--- src/rtl/vga_raster_pkg.sv ---
package vga_raster_pkg;

    typedef struct packed {
        logic [2:0] red;
        logic [2:0] grn;
        logic [1:0] blu;
    } rgb332_t;

    localparam int RGB_W = $bits(rgb332_t);

    typedef struct packed {
        logic vis;
        logic hs_act;
        logic vs_act;
    } beam_flags_t;

    localparam int DEF_H_VIS   = 640;
    localparam int DEF_H_FRONT = 16;
    localparam int DEF_H_SYNC  = 96;
    localparam int DEF_H_BACK  = 48;
    localparam int DEF_V_VIS   = 480;
    localparam int DEF_V_FRONT = 10;
    localparam int DEF_V_SYNC  = 2;
    localparam int DEF_V_BACK  = 29;

    function automatic logic in_span(int unsigned v, int unsigned lo, int unsigned len);
        return (v >= lo) && (v < lo + len);
    endfunction

endpackage

--- src/rtl/raster_counter.sv ---
module raster_counter #(
    parameter int TOTAL = 800,
    localparam int W = $clog2(TOTAL)
) (
    input  logic         clk,
    input  logic         rst,
    input  logic         adv,
    output logic [W-1:0] cnt,
    output logic         at_last
);

    assign at_last = (cnt == W'(TOTAL - 1));

    always_ff @(posedge clk) begin
        if (rst)
            cnt <= '0;
        else if (adv)
            cnt <= at_last ? '0 : cnt + 1'b1;
    end

    // wrap to zero after the last count
    assert_wrap_R2: assert property (@(posedge clk) disable iff (rst)
        (adv && at_last) |=> (cnt == '0))
        else $error("counter did not wrap");

    // counter holds while not advanced
    assert_hold_R3: assert property (@(posedge clk) disable iff (rst)
        (!adv && !$past(rst)) |=> $stable(cnt))
        else $error("counter moved without advance");

    assert_range_R2: assert property (@(posedge clk) disable iff (rst)
        cnt <= W'(TOTAL - 1))
        else $error("counter out of range");

endmodule

--- src/rtl/span_decode.sv ---
module span_decode
    import vga_raster_pkg::*;
#(
    parameter int VIS   = 640,
    parameter int FRONT = 16,
    parameter int SYNC  = 96,
    parameter int W     = 10
) (
    input  logic [W-1:0] cnt,
    output logic         vis,
    output logic         sync_act
);

    localparam int SYNC_LO = VIS + FRONT;

    always_comb begin
        vis      = in_span(32'(cnt), 0, VIS);
        sync_act = in_span(32'(cnt), SYNC_LO, SYNC);
    end

endmodule

--- src/rtl/pixel_gate.sv ---
module pixel_gate
    import vga_raster_pkg::*;
(
    input  logic        clk,
    input  logic        rst,
    input  beam_flags_t flags,
    input  rgb332_t     pix_i,
    output rgb332_t     pix_o,
    output logic        de_o,
    output logic        hsync_n_o,
    output logic        vsync_n_o
);

    always_ff @(posedge clk) begin
        if (rst) begin
            pix_o     <= '0;
            de_o      <= 1'b0;
            hsync_n_o <= 1'b1;
            vsync_n_o <= 1'b1;
        end else begin
            pix_o     <= flags.vis ? pix_i : '0;
            de_o      <= flags.vis;
            hsync_n_o <= ~flags.hs_act;
            vsync_n_o <= ~flags.vs_act;
        end
    end

    // colour is dark whenever enable is low
    assert_blank_R7: assert property (@(posedge clk) disable iff (rst)
        !de_o |-> (pix_o == '0))
        else $error("colour leaked outside visible area");

    // reset leaves syncs idle and enable low
    assert_reset_idle_R1: assert property (@(posedge clk)
        rst |=> (hsync_n_o && vsync_n_o && !de_o && pix_o == '0))
        else $error("outputs not idle after reset");

endmodule

--- src/rtl/vga_raster_sync.sv ---
module vga_raster_sync
    import vga_raster_pkg::*;
#(
    parameter int H_VIS   = DEF_H_VIS,
    parameter int H_FRONT = DEF_H_FRONT,
    parameter int H_SYNC  = DEF_H_SYNC,
    parameter int H_BACK  = DEF_H_BACK,
    parameter int V_VIS   = DEF_V_VIS,
    parameter int V_FRONT = DEF_V_FRONT,
    parameter int V_SYNC  = DEF_V_SYNC,
    parameter int V_BACK  = DEF_V_BACK,
    localparam int H_TOTAL = H_VIS + H_FRONT + H_SYNC + H_BACK,
    localparam int V_TOTAL = V_VIS + V_FRONT + V_SYNC + V_BACK,
    localparam int HW = $clog2(H_TOTAL),
    localparam int VW = $clog2(V_TOTAL)
) (
    input  logic          clk,
    input  logic          rst,
    input  logic [7:0]    rgb_i,
    output logic [HW-1:0] col_o,
    output logic [VW-1:0] row_o,
    output logic          de_o,
    output logic          hsync_n_o,
    output logic          vsync_n_o,
    output logic [7:0]    rgb_o
);

    localparam int H_SYNC_LO = H_VIS + H_FRONT;
    localparam int H_SYNC_HI = H_SYNC_LO + H_SYNC;
    localparam int V_SYNC_LO = V_VIS + V_FRONT;

    logic        h_last, v_last;
    logic        h_vis, h_sync, v_vis, v_sync;
    beam_flags_t flags;
    rgb332_t     pix_out;

    raster_counter #(.TOTAL(H_TOTAL)) u_hcnt (
        .clk(clk), .rst(rst), .adv(1'b1), .cnt(col_o), .at_last(h_last)
    );

    raster_counter #(.TOTAL(V_TOTAL)) u_vcnt (
        .clk(clk), .rst(rst), .adv(h_last), .cnt(row_o), .at_last(v_last)
    );

    span_decode #(.VIS(H_VIS), .FRONT(H_FRONT), .SYNC(H_SYNC), .W(HW)) u_hdec (
        .cnt(col_o), .vis(h_vis), .sync_act(h_sync)
    );

    span_decode #(.VIS(V_VIS), .FRONT(V_FRONT), .SYNC(V_SYNC), .W(VW)) u_vdec (
        .cnt(row_o), .vis(v_vis), .sync_act(v_sync)
    );

    always_comb begin
        flags.vis    = h_vis && v_vis;
        flags.hs_act = h_sync;
        flags.vs_act = v_sync;
    end

    pixel_gate u_gate (
        .clk(clk), .rst(rst), .flags(flags), .pix_i(rgb332_t'(rgb_i)),
        .pix_o(pix_out), .de_o(de_o), .hsync_n_o(hsync_n_o), .vsync_n_o(vsync_n_o)
    );

    assign rgb_o = pix_out;

    // row steps by one at each line end, wraps at frame end
    assert_row_step_R3: assert property (@(posedge clk) disable iff (rst)
        (h_last && !v_last) |=> (row_o == $past(row_o) + 1'b1))
        else $error("row did not advance");

    assert_row_wrap_R3: assert property (@(posedge clk) disable iff (rst)
        (h_last && v_last) |=> (row_o == '0))
        else $error("row did not wrap");

    // horizontal pulse starts and ends at the decoded columns
    assert_hsync_start_R4: assert property (@(posedge clk) disable iff (rst)
        (col_o == HW'(H_SYNC_LO)) |=> !hsync_n_o)
        else $error("hsync did not start");

    assert_hsync_end_R4: assert property (@(posedge clk) disable iff (rst)
        (col_o == HW'(H_SYNC_HI)) |=> hsync_n_o)
        else $error("hsync did not end");

    // vertical pulse active on the first sync row
    assert_vsync_start_R5: assert property (@(posedge clk) disable iff (rst)
        (row_o == VW'(V_SYNC_LO)) |=> !vsync_n_o)
        else $error("vsync not active");

    // enable low one clock after any column past the visible span
    assert_de_hblank_R6: assert property (@(posedge clk) disable iff (rst)
        (col_o >= HW'(H_VIS)) |=> !de_o)
        else $error("enable high in blanking");

endmodule

--- config.mk ---
export PLATFORM = sky130hd
export DESIGN_NAME = vga_raster_sync
export DESIGN_NICKNAME = d
export VERILOG_FILES = /design/src/rtl/vga_raster_pkg.sv /design/src/rtl/raster_counter.sv /design/src/rtl/span_decode.sv /design/src/rtl/pixel_gate.sv /design/src/rtl/vga_raster_sync.sv
export SDC_FILE = /design/constraint.sdc
export NUM_CORES = 1
export LEC_CHECK = 0
export BUFFER_PORTS_ARGS = -buffer_cell sky130_fd_sc_hd__buf_2
export CAP_MARGIN = 10
export CORE_AREA = 2 2 54 56
export CTS_CLUSTER_SIZE = 25
export DETAILED_ROUTE_END_ITERATION = 7
export DIE_AREA = 0 0 56 58
export MAX_ROUTING_LAYER = met4
export PLACE_DENSITY = 0.78
export SYNTH_ARGS = -nofsm -noshare
export SYNTH_HDL_FRONTEND = slang
export SYNTH_SLANG_ARGS = --single-unit
export TNS_END_PERCENT = 100
--- constraint.sdc ---
create_clock -name clk -period 2.7 [get_ports clk]
set_input_delay 0.405 -clock clk [delete_from_list [all_inputs] [get_ports clk]]
set_output_delay 0.405 -clock clk [all_outputs]
set_load 0.01 [all_outputs]
==> results of run 1 <==
layout by cell type (no fill, tap or decap), types with 2 or more instances in the layout:
| master | n |
|---|---|
| xnor2_1 | 7 |
| and3_1 | 3 |
| ha_1 | 4 |
| nor3_2 | 2 |
| nand2_1 | 7 |
| nand3_1 | 5 |
| inv_1 | 6 |
| nand4_1 | 5 |
| buf_2 | 40 |
| nor2_1 | 20 |
| and2_1 | 8 |
| o21ai_0 | 2 |
| dfxtp_1 | 31 |
| xor2_1 | 7 |
| nor4_1 | 3 |
| clkbuf_4 | 5 |
| nor3_1 | 2 |
logic make-up (layout without fill, tap and decap cells):
family,Yosys count,in the layout
AO/OA/AOI/OAI,8,8
buffers and inverters,7,54
AND/OR/NAND/NOR,67,67
multiplexers,1,1
adder cells (fa/ha/maj),4,4
flip-flops,31,31
XOR/XNOR,14,14
routing by layer:
layer / vias to the layer above / track usage [%] / wire (um)
li1: 552 / - / -
met2: 37 / 29.2 / 1330
met3: 13 / 6.92 / 151
met5: - / - / 0
met4: 0 / 7.82 / 64
met1: 501 / 20.1 / 1210
through the flow:
stage	cell area (um^2)	power (uW)	instances	util (%)	hold WS, ns
2_1_floorplan	1330	506	132	-	0.462
3_3_place_gp	1560	527	202	58.6	0.463
3_5_place_dp	1560	529	202	58.6	0.479
4_1_cts	1650	911	210	61.9	0.249
5_1_grt	1650	940	210	61.9	0.247
6_report	1650	905	210	61.9	0.255
cell type report:
class | count | area [um^2] | area share (%)
multi-input combinational | 94 | 679 | 41.2
sequential | 31 | 621 | 37.7
timing repair buffer | 40 | 200 | 12.1
clock buffer | 6 | 51.3 | 3.11
tap | 31 | 38.8 | 2.35
clock inverter | 2 | 35.0 | 2.13
inverter | 6 | 22.5 | 1.37
Yosys cell counts:
| cell | n |
|---|---|
| dfxtp_1 | 31 |
| nor2_1 | 20 |
| and2_1 | 8 |
| nand2_1 | 7 |
| xnor2_1 | 7 |
| xor2_1 | 7 |
| inv_1 | 6 |
| nand3_1 | 5 |
| nand4_1 | 5 |
| ha_1 | 4 |
| and3_1 | 3 |
| nor4_1 | 3 |
| nor3_1 | 2 |
| nor3_2 | 2 |
| o21ai_0 | 2 |
| a211oi_1 | 1 |
| a21oi_1 | 1 |
| a31o_1 | 1 |
| and3_2 | 1 |
| and4_1 | 1 |
| and4b_1 | 1 |
| and4bb_2 | 1 |
| buf_2 | 1 |
| mux2i_1 | 1 |
| nand3_4 | 1 |
| nand3b_1 | 1 |
| nand4b_4 | 1 |
| nand4bb_4 | 1 |
| nor3b_1 | 1 |
| nor4b_1 | 1 |
| nor4b_4 | 1 |
| nor4bb_1 | 1 |
| o21ai_2 | 1 |
| o221ai_1 | 1 |
| o31ai_1 | 1 |
power by group:
part / total, uW / switching (uW) / internal [uW]
clock: 387 / 169 / 219
sequential: 475 / 7.22 / 468
combinational: 42.6 / 23.0 / 19.6
path summary, 6_finish.rpt:
path	endpoint	slack, ns	cells past startpoint	from
setup / recovery	u_vcnt.cnt[1]	0.98	5	u_hcnt.cnt[1]
setup reg to reg	u_vcnt.cnt[1]	0.98	5	u_hcnt.cnt[1]
hold / removal	u_gate.pix_o[0]	0.25	2	rgb_i[0]
hold reg to reg	u_hcnt.cnt[0]	0.50	1	u_hcnt.cnt[0]
flip-flops by register name (all words and copies together), names as in the netlist:
name / count
u_gate.de_o: 1
u_gate.hsync_n_o: 1
u_gate.pix_o: 8
u_gate.vsync_n_o: 1
u_hcnt.cnt: 10
u_vcnt.cnt: 10
==> impl_metrics.yaml, run 1 <==
layout:
  final_net_count: 192
  layout-drive-gt1-share_pct: 31.8
  syn2layout_area_growth_pct: 24.1
  nFillCells: 248
  n_antenna_cell: 0
global_route:
  gr-total-overflow: 0
  grt_max_degree: 11
  grtUsageTotal_pct: 18.1
  antenna_found_initial: 0
  grt_pass1_wl_mm: 4.36
  first_global_vias: 1022
critical_path:
  crit_path_end_kind: "flop"
  cp.arrival_ns: 2.01
  crit_chain: "ha_1 > and3_1 > nand4b_4 > nor4bb_1 > a31o_1"
  path_buf_inv: 0
  start_kind: "flop"
  critical_path_class: "flop to flop"
  required_ns: 2.99
  cp_top_family: "simple AND/OR/NAND/NOR gates"
  cp_slowest_cell: "dfxtp_1"
  cp_max_fo: 7
  slowest_delay_ns: 0.42
timing:
  hold_viol: 0
  setup_viol_count_final: 0
  fmax_ghz: 0.582
  worst_slew_margin_rel_pct: 71.3
  rsz0062_at_grt: "false"
  post-route-min-period_ns: 1.72
  post-route-period-util_pct: 63.7
  setup_ws_ns: 0.981
  skew_ns: 0.00826
  tightest_slew_ns: 0.429
  drv_slew: 0
  setup_tns_ns: 0
synth:
  synth_compound_area_share_pct: 4.24
  seq_area_frac_synth_pct: 46.7
  synth_area_um2: 1330
  syn_area_per_cell_um2: 10.1
  synth_top_family_by_area: "simple AND/OR/NAND/NOR gates"
  synth_mux_area_share_pct: 0.754
  post-synth-top-area-fraction_pct: 46.7
  synthXorXnorAreaFrac_pct: 9.24
  synth_nets: 146
  ys_types: 35
  synthTopCellsByArea: "dfxtp_1, nor2_1, xnor2_1"
  synthAdderAreaFrac_pct: 3.77
  ys_warn_count: 0
  synthSimpleGateAreaFrac_pct: 33.2
  synth_top_area_cell: "dfxtp_1"
  ys_ff_latch: 31
  synthCells: 132
floorplan:
  pin_count: 41
  core_area_um2: 2660
  fp-row-count: 19
  start_util_pct: 49.9
  die_x_um: 56
  die_area_um2: 3250
  die_y_um: 58
cts:
  cts_buffer_depth: 2
  cts_tree: "done"
  clk_latency_ns: 0.34
  cts-root-buf: "clkbuf_4"
  cts_resized: 0
  htreeDepth: 2
  post-cts-setup-buffer-count: 0
  hold_buffers: 0
  numCtsBuffers: 5
  clkSinkCount: 31
  clk_pin_slew_ns: 0.10
drt:
  wl_per_cell_um: 13.1
  vias: 1103
  drt_wl_total_mm: 2.75
  drtIter0Drc: 26
  ant_nets: 0
  avgViaCountPerCell: 5.25
  drc: 0
  dr.pass1.iters: 5
placement:
  gp_congestion: 0.793
  dp_hpwl_mm: 2.02
  io_buffer_count: 40
  place_ws_ns: 0.994
job:
  cap_violations: 0
min_path:
  hold_class: "input port to flop"
pwr:
  leakage_uw: 0.000762
  max-vdd-ir-drop_v: 0.000455
  power.density_nw_per_um2: 549
outcome:
  status: "finished, final reports clean"
Power figures use the tool's default switching activity.
==> run 2, diff against run 1 <==
ABC_AREA = 1   (was unset)
CORE_AREA = 2 2 57 59   (was 2 2 54 56)
DIE_AREA = 0 0 59 61   (was 0 0 56 58)
PLACE_DENSITY = 0.75   (was 0.78)
clock period = 1.6 ns   (was 2.7 ns; I/O delays follow)
==> impl_metrics.yaml, run 2 <==
outcome:
  status: "finished, final reports clean"
timing:
  rsz0062_at_grt: "false"
  hold_viol: 0
  skew_ns: 0.00935
  worst_slew_margin_rel_pct: 76.2
  drv_slew: 0
  tightest_slew_ns: 0.356
  setup_tns_ns: 0
  post-route-min-period_ns: 1.45
  setup_viol_count_final: 0
  fmax_ghz: 0.690
  post-route-period-util_pct: 90.6
synth:
  synthTopCellsByArea: "dfxtp_1, nand2_1, nor2_1"
  synth.top_cells.by_count: "nand2_1, nor2_1, dfxtp_1, inv_1"
  synth-edff-count: 0
  synthCells: 198
  synth_top_area_cell: "dfxtp_1"
  post-synth-top-area-fraction_pct: 43.3
  synthArstFlopShare_pct: 0
  ys_types: 26
  seq_area_frac_synth_pct: 43.3
  synth_area_um2: 1430
  ys_ff_latch: 31
  synth_most_common_cell: "nand2_1"
  synth_nets: 212
  syn_area_per_cell_um2: 7.24
  synth_ff_type: "dfxtp_1"
  ys_warn_count: 0
layout:
  layout_common_cells: "buf_2, nand2_1, nor2_1"
  syn2layout_area_growth_pct: 23.6
  layout-drive-gt1-share_pct: 25.2
  n_antenna_cell: 0
  final_net_count: 260
  reg_top3: "u_hcnt.cnt: 10 flops, u_vcnt.cnt: 10 flops, u_gate.pix_o: 8 flops"
  layout_commonest_cell: "buf_2"
  design_area_um2: 1770
critical_path:
  cp_max_fo: 9
  path_buf_inv: 2
  crit_path_end_kind: "flop"
  slowest_delay_ns: 0.37
  crit_path_frequent_cell: "nand3_2"
  start_kind: "flop"
  critical_path_class: "flop to flop"
  required_ns: 1.82
  cp_slowest_cell: "dfxtp_1"
  crit_chain: "ha_1 > nand3_2 > inv_1 > nand3_2 > nand2_4 > buf_12 > nor3b_1"
  cp.arrival_ns: 1.67
  cp_top_family: "simple AND/OR/NAND/NOR gates"
drt:
  wl_per_cell_um: 10.8
  drt_wl_total_mm: 3.03
  drc: 0
  dr.pass1.iters: 4
  avgViaCountPerCell: 5.04
  drtIter0Drc: 63
  vias: 1405
  ant_nets: 0
global_route:
  antenna_found_initial: 0
  grt_max_degree: 15
  gr-total-overflow: 0
  grt_pass1_wl_mm: 5.04
  first_global_vias: 1194
  grtUsageTotal_pct: 19.3
pwr:
  power.density_nw_per_um2: 832
  leakage_uw: 0.000870
  max-vdd-ir-drop_v: 0.000405
placement:
  placed_area_um2: 1680
  gp_congestion: 0.828
  io_buffer_count: 40
  dp_hpwl_mm: 2.22
cts:
  cts_tree: "done"
  clkSinkCount: 31
  numCtsBuffers: 5
  cts_buffer_depth: 2
  cts-root-buf: "clkbuf_4"
  clk_latency_ns: 0.34
  clk_pin_slew_ns: 0.10
  htreeDepth: 2
floorplan:
  fp-row-count: 20
  core_area_um2: 2950
  start_util_pct: 48.6
  pin_count: 41
  die_area_um2: 3600
  die_y_um: 61
  die_x_um: 59
job:
  cap_violations: 0
min_path:
  hold_class: "input port to flop"
run 2: changes by cell type in the layout (fill, tap and decap cells not counted), sizes merged, moves of 3 or more:
| cell | delta |
|---|---|
| and2 | -8 |
| xnor2 | -7 |
| nor2 | +18 |
| inv | +24 |
| and3 | -3 |
| nand3 | +11 |
| a21oi | +12 |
| xor2 | -7 |
| buf | +4 |
| nand2 | +33 |
run 2: repair_timing:
item | 4_1_cts | 5_1_grt
hold endpoints to repair | 0 | 0
hold buffers | 0 | 0
resized for setup | 0 | 1
setup endpoints to repair | 0 | 7
setup buffers | 0 | 1
run 2: kinds of logic after synthesis:
| logic type | after synthesis | share of synthesized area [%] |
|---|---|---|
| DFF | 31 | 43.3 |
| adders and majority gates | 4 | 3.49 |
| AOI/OAI and AO/OA | 20 | 7.77 |
| and+or+nand+nor | 110 | 36.1 |
| buffers and inverters | 33 | 9.34 |
run 2: metrics by stage:
stage | total power (uW) | hold slack, ns | cells | util [%] | setup slack [ns]
floorplan | 861 | 0.309 | 198 | - | 0.150
global placement | 900 | 0.453 | 271 | 56.8 | 0.137
detailed placement | 902 | 0.462 | 271 | 56.8 | 0.0755
CTS | 1480 | 0.0986 | 278 | 59.2 | 0.0592
global route | 1540 | 0.102 | 279 | 60.0 | 0.00495
finish | 1480 | 0.0980 | 279 | 60.0 | 0.151
run 2: where the power goes:
group | switching (uW) | internal [uW]
combinational | 50.4 | 40.8
clock | 265 | 322
sequential | 8.08 | 789
total | 323 | 1150
run 2: final cells by class:
cell class,instances,area [um^2]
inverters,30,113
repair buffers,44,243
clock inverters,1,30.0
well taps,33,41.3
fillers,297,1180
multi-input cells,134,684
clock buffers,6,41.3
flip-flops and latches,31,621
run 2: worst paths after layout:
check,startpoint,to,slack [ns],cells past startpoint
setup / recovery,u_hcnt.cnt[1],u_hcnt.cnt[3],0.15,7
hold / removal,rgb_i[3],u_gate.pix_o[3],0.1,3
setup reg to reg,u_hcnt.cnt[1],u_hcnt.cnt[3],0.15,7
hold reg to reg,u_hcnt.cnt[9],u_hcnt.cnt[9],0.52,2
run 2: worst reg2reg max path: stages (launching register included):
cell,delay (ns)
dfxtp_1,0.37
ha_1,0.21
nand3_2,0.13
inv_1,0.14
nand3_2,0.16
nand2_4,0.14
buf_12,0.13
nor3b_1,0.05
run 2: layer usage:
metal  routed length [um]  part of all wire (%)  track usage [%]  vias up
met3                  201                   6.6             4.69        7
met5                    0                     0                -        -
met4                   47                   1.6             10.7        0
met1                 1330                    44             23.0      630
li1                     -                     -                -      725
met2                 1450                    48             29.7       43
==> run 3, diff against run 2 <==
PLACE_DENSITY = 0.74   (was 0.75)
clock period = 1.65 ns   (was 1.6 ns; I/O delays follow)
==> impl_metrics.yaml, run 3 (synthesis results as in run 2) <==
drt:
  dr.pass1.iters: 4
  drc: 0
  wl_per_cell_um: 10.7
  drtIter0Drc: 41
  vias: 1385
  drt_wl_total_mm: 3.02
  avgViaCountPerCell: 4.91
  ant_nets: 0
timing:
  setup_tns_ns: 0
  drv_slew: 0
  setup_viol_count_final: 0
  rsz0062_at_grt: "false"
  setup_ws_ns: 0.194
  fmax_ghz: 0.687
  skew_ns: 0.00852
  hold_viol: 0
  worst_slew_margin_rel_pct: 75.5
  post-route-period-util_pct: 88.2
  post-route-min-period_ns: 1.46
  tightest_slew_ns: 0.366
critical_path:
  cp_max_fo: 14
  cp.arrival_ns: 1.69
  cp_slowest_cell: "dfxtp_1"
  critical_path_class: "flop to flop"
  r2r_setup_slack_ns: 0.19
  slowest_delay_ns: 0.51
  start_kind: "flop"
  reg2regPathDepth: 7
  crit_chain: "inv_2 > nor2_2 > nand3_2 > nor2_4 > nand3_1 > nand2_1 > nor2_1"
  reg2reg_to: "u_vcnt.cnt[6]"
  path_buf_inv: 1
  worstReg2RegStart: "u_hcnt.cnt[4]"
  required_ns: 1.88
  cp_top_family: "simple AND/OR/NAND/NOR gates"
  crit_path_end_kind: "flop"
cts:
  numCtsBuffers: 5
  clk_pin_slew_ns: 0.09
  hold_buffers: 0
  clk_latency_ns: 0.33
  cts-root-buf: "clkbuf_4"
  cts_buffer_depth: 2
  htreeDepth: 2
  clkSinkCount: 31
  cts_tree: "done"
floorplan:
  start_util_pct: 48.6
  die_y_um: 61
  pin_count: 41
  core_area_um2: 2950
  die_x_um: 59
  die_area_um2: 3600
  fp-row-count: 20
job:
  cap_violations: 0
layout:
  design_area_um2: 1780
  layout_commonest_cell: "buf_2"
  final_cells: 282
  n_antenna_cell: 0
  final_net_count: 263
  layout_common_cells: "buf_2, nand2_1, nor2_1"
  syn2layout_area_growth_pct: 24.3
  reg_top3: "u_hcnt.cnt: 10 flops, u_vcnt.cnt: 10 flops, u_gate.pix_o: 8 flops"
  layout-drive-gt1-share_pct: 26.1
global_route:
  grt_pass1_wl_mm: 4.95
  first_global_vias: 1145
  grt_max_degree: 15
  gr-total-overflow: 0
  grtUsageTotal_pct: 18.9
  antenna_found_initial: 0
placement:
  dp_hpwl_mm: 2.20
  place_ws_ns: 0.124
  placed_area_um2: 1680
  io_buffer_count: 40
  gp_congestion: 0.875
  placedCellCount: 271
pwr:
  leakage_uw: 0.000880
  max-vdd-ir-drop_v: 0.000514
  power.density_nw_per_um2: 796
min_path:
  hold_class: "input port to flop"
  min-delay-start: "rgb_i[1]"
  hold_end: "u_gate.pix_o[1]"
  hold_path_depth: 3
outcome:
  status: "finished, final reports clean"
run 3: cell count changes in the layout (fill, tap and decap cells not counted), sizes merged:
cell / previous run / this run
buf: 44 / 47
run 3: timing repair:
item / in CTS / in global routing
buffers inserted: 0 / 4
gates resized for setup: 0 / 1
endpoints found under the setup margin: 0 / 7
run 3: worst max-delay path by stage:
stage	start	to	depth (start not counted)
after floorplan	u_hcnt.cnt[0]	u_vcnt.cnt[6]	8
after global placement	u_hcnt.cnt[1]	u_vcnt.cnt[6]	8
after detailed placement	u_hcnt.cnt[1]	u_vcnt.cnt[5]	8
after CTS	u_hcnt.cnt[1]	u_vcnt.cnt[5]	8
after global routing	u_hcnt.cnt[1]	u_vcnt.cnt[9]	8
final	u_hcnt.cnt[4]	u_vcnt.cnt[6]	7
run 3: power by group:
| group | total [uW] | switching (uW) | internal [uW] |
|---|---|---|---|
| logic | 89.4 | 48.7 | 40.7 |
| registers | 773 | 7.79 | 765 |
| clock network | 557 | 245 | 312 |
run 3: cell type report:
class,instances,area (um^2)
inverter,30,113
multi-input combinational,134,684
clock buffer,6,41.3
clock inverter,1,30.0
sequential,31,621
timing repair buffer,47,253
tap,33,41.3
fill,304,1170
run 3: worst reg2reg max path: cells and delay by family (launching register included):
family                 cells  cell delay, ns
AND/OR/NAND/NOR            6            0.76
flip-flops                 1            0.51
buffers and inverters      1            0.10
run 3: per-stage QoR:
step                      hold slack [ns]  power, uW  util, %
after detailed placement            0.466        874     56.8
after CTS                           0.106       1430     59.2
after global placement              0.461        873     56.8
after global routing                0.106       1490     60.4
after floorplan                     0.317        835        -
final                               0.116       1420     60.4
run 3: per-layer routing:
layer / global-route usage, % / share of wire [%]
met5: - / 0
met1: 23.0 / 47
met2: 28.9 / 45
met4: 8.44 / 2.3
met3: 5.76 / 5.0
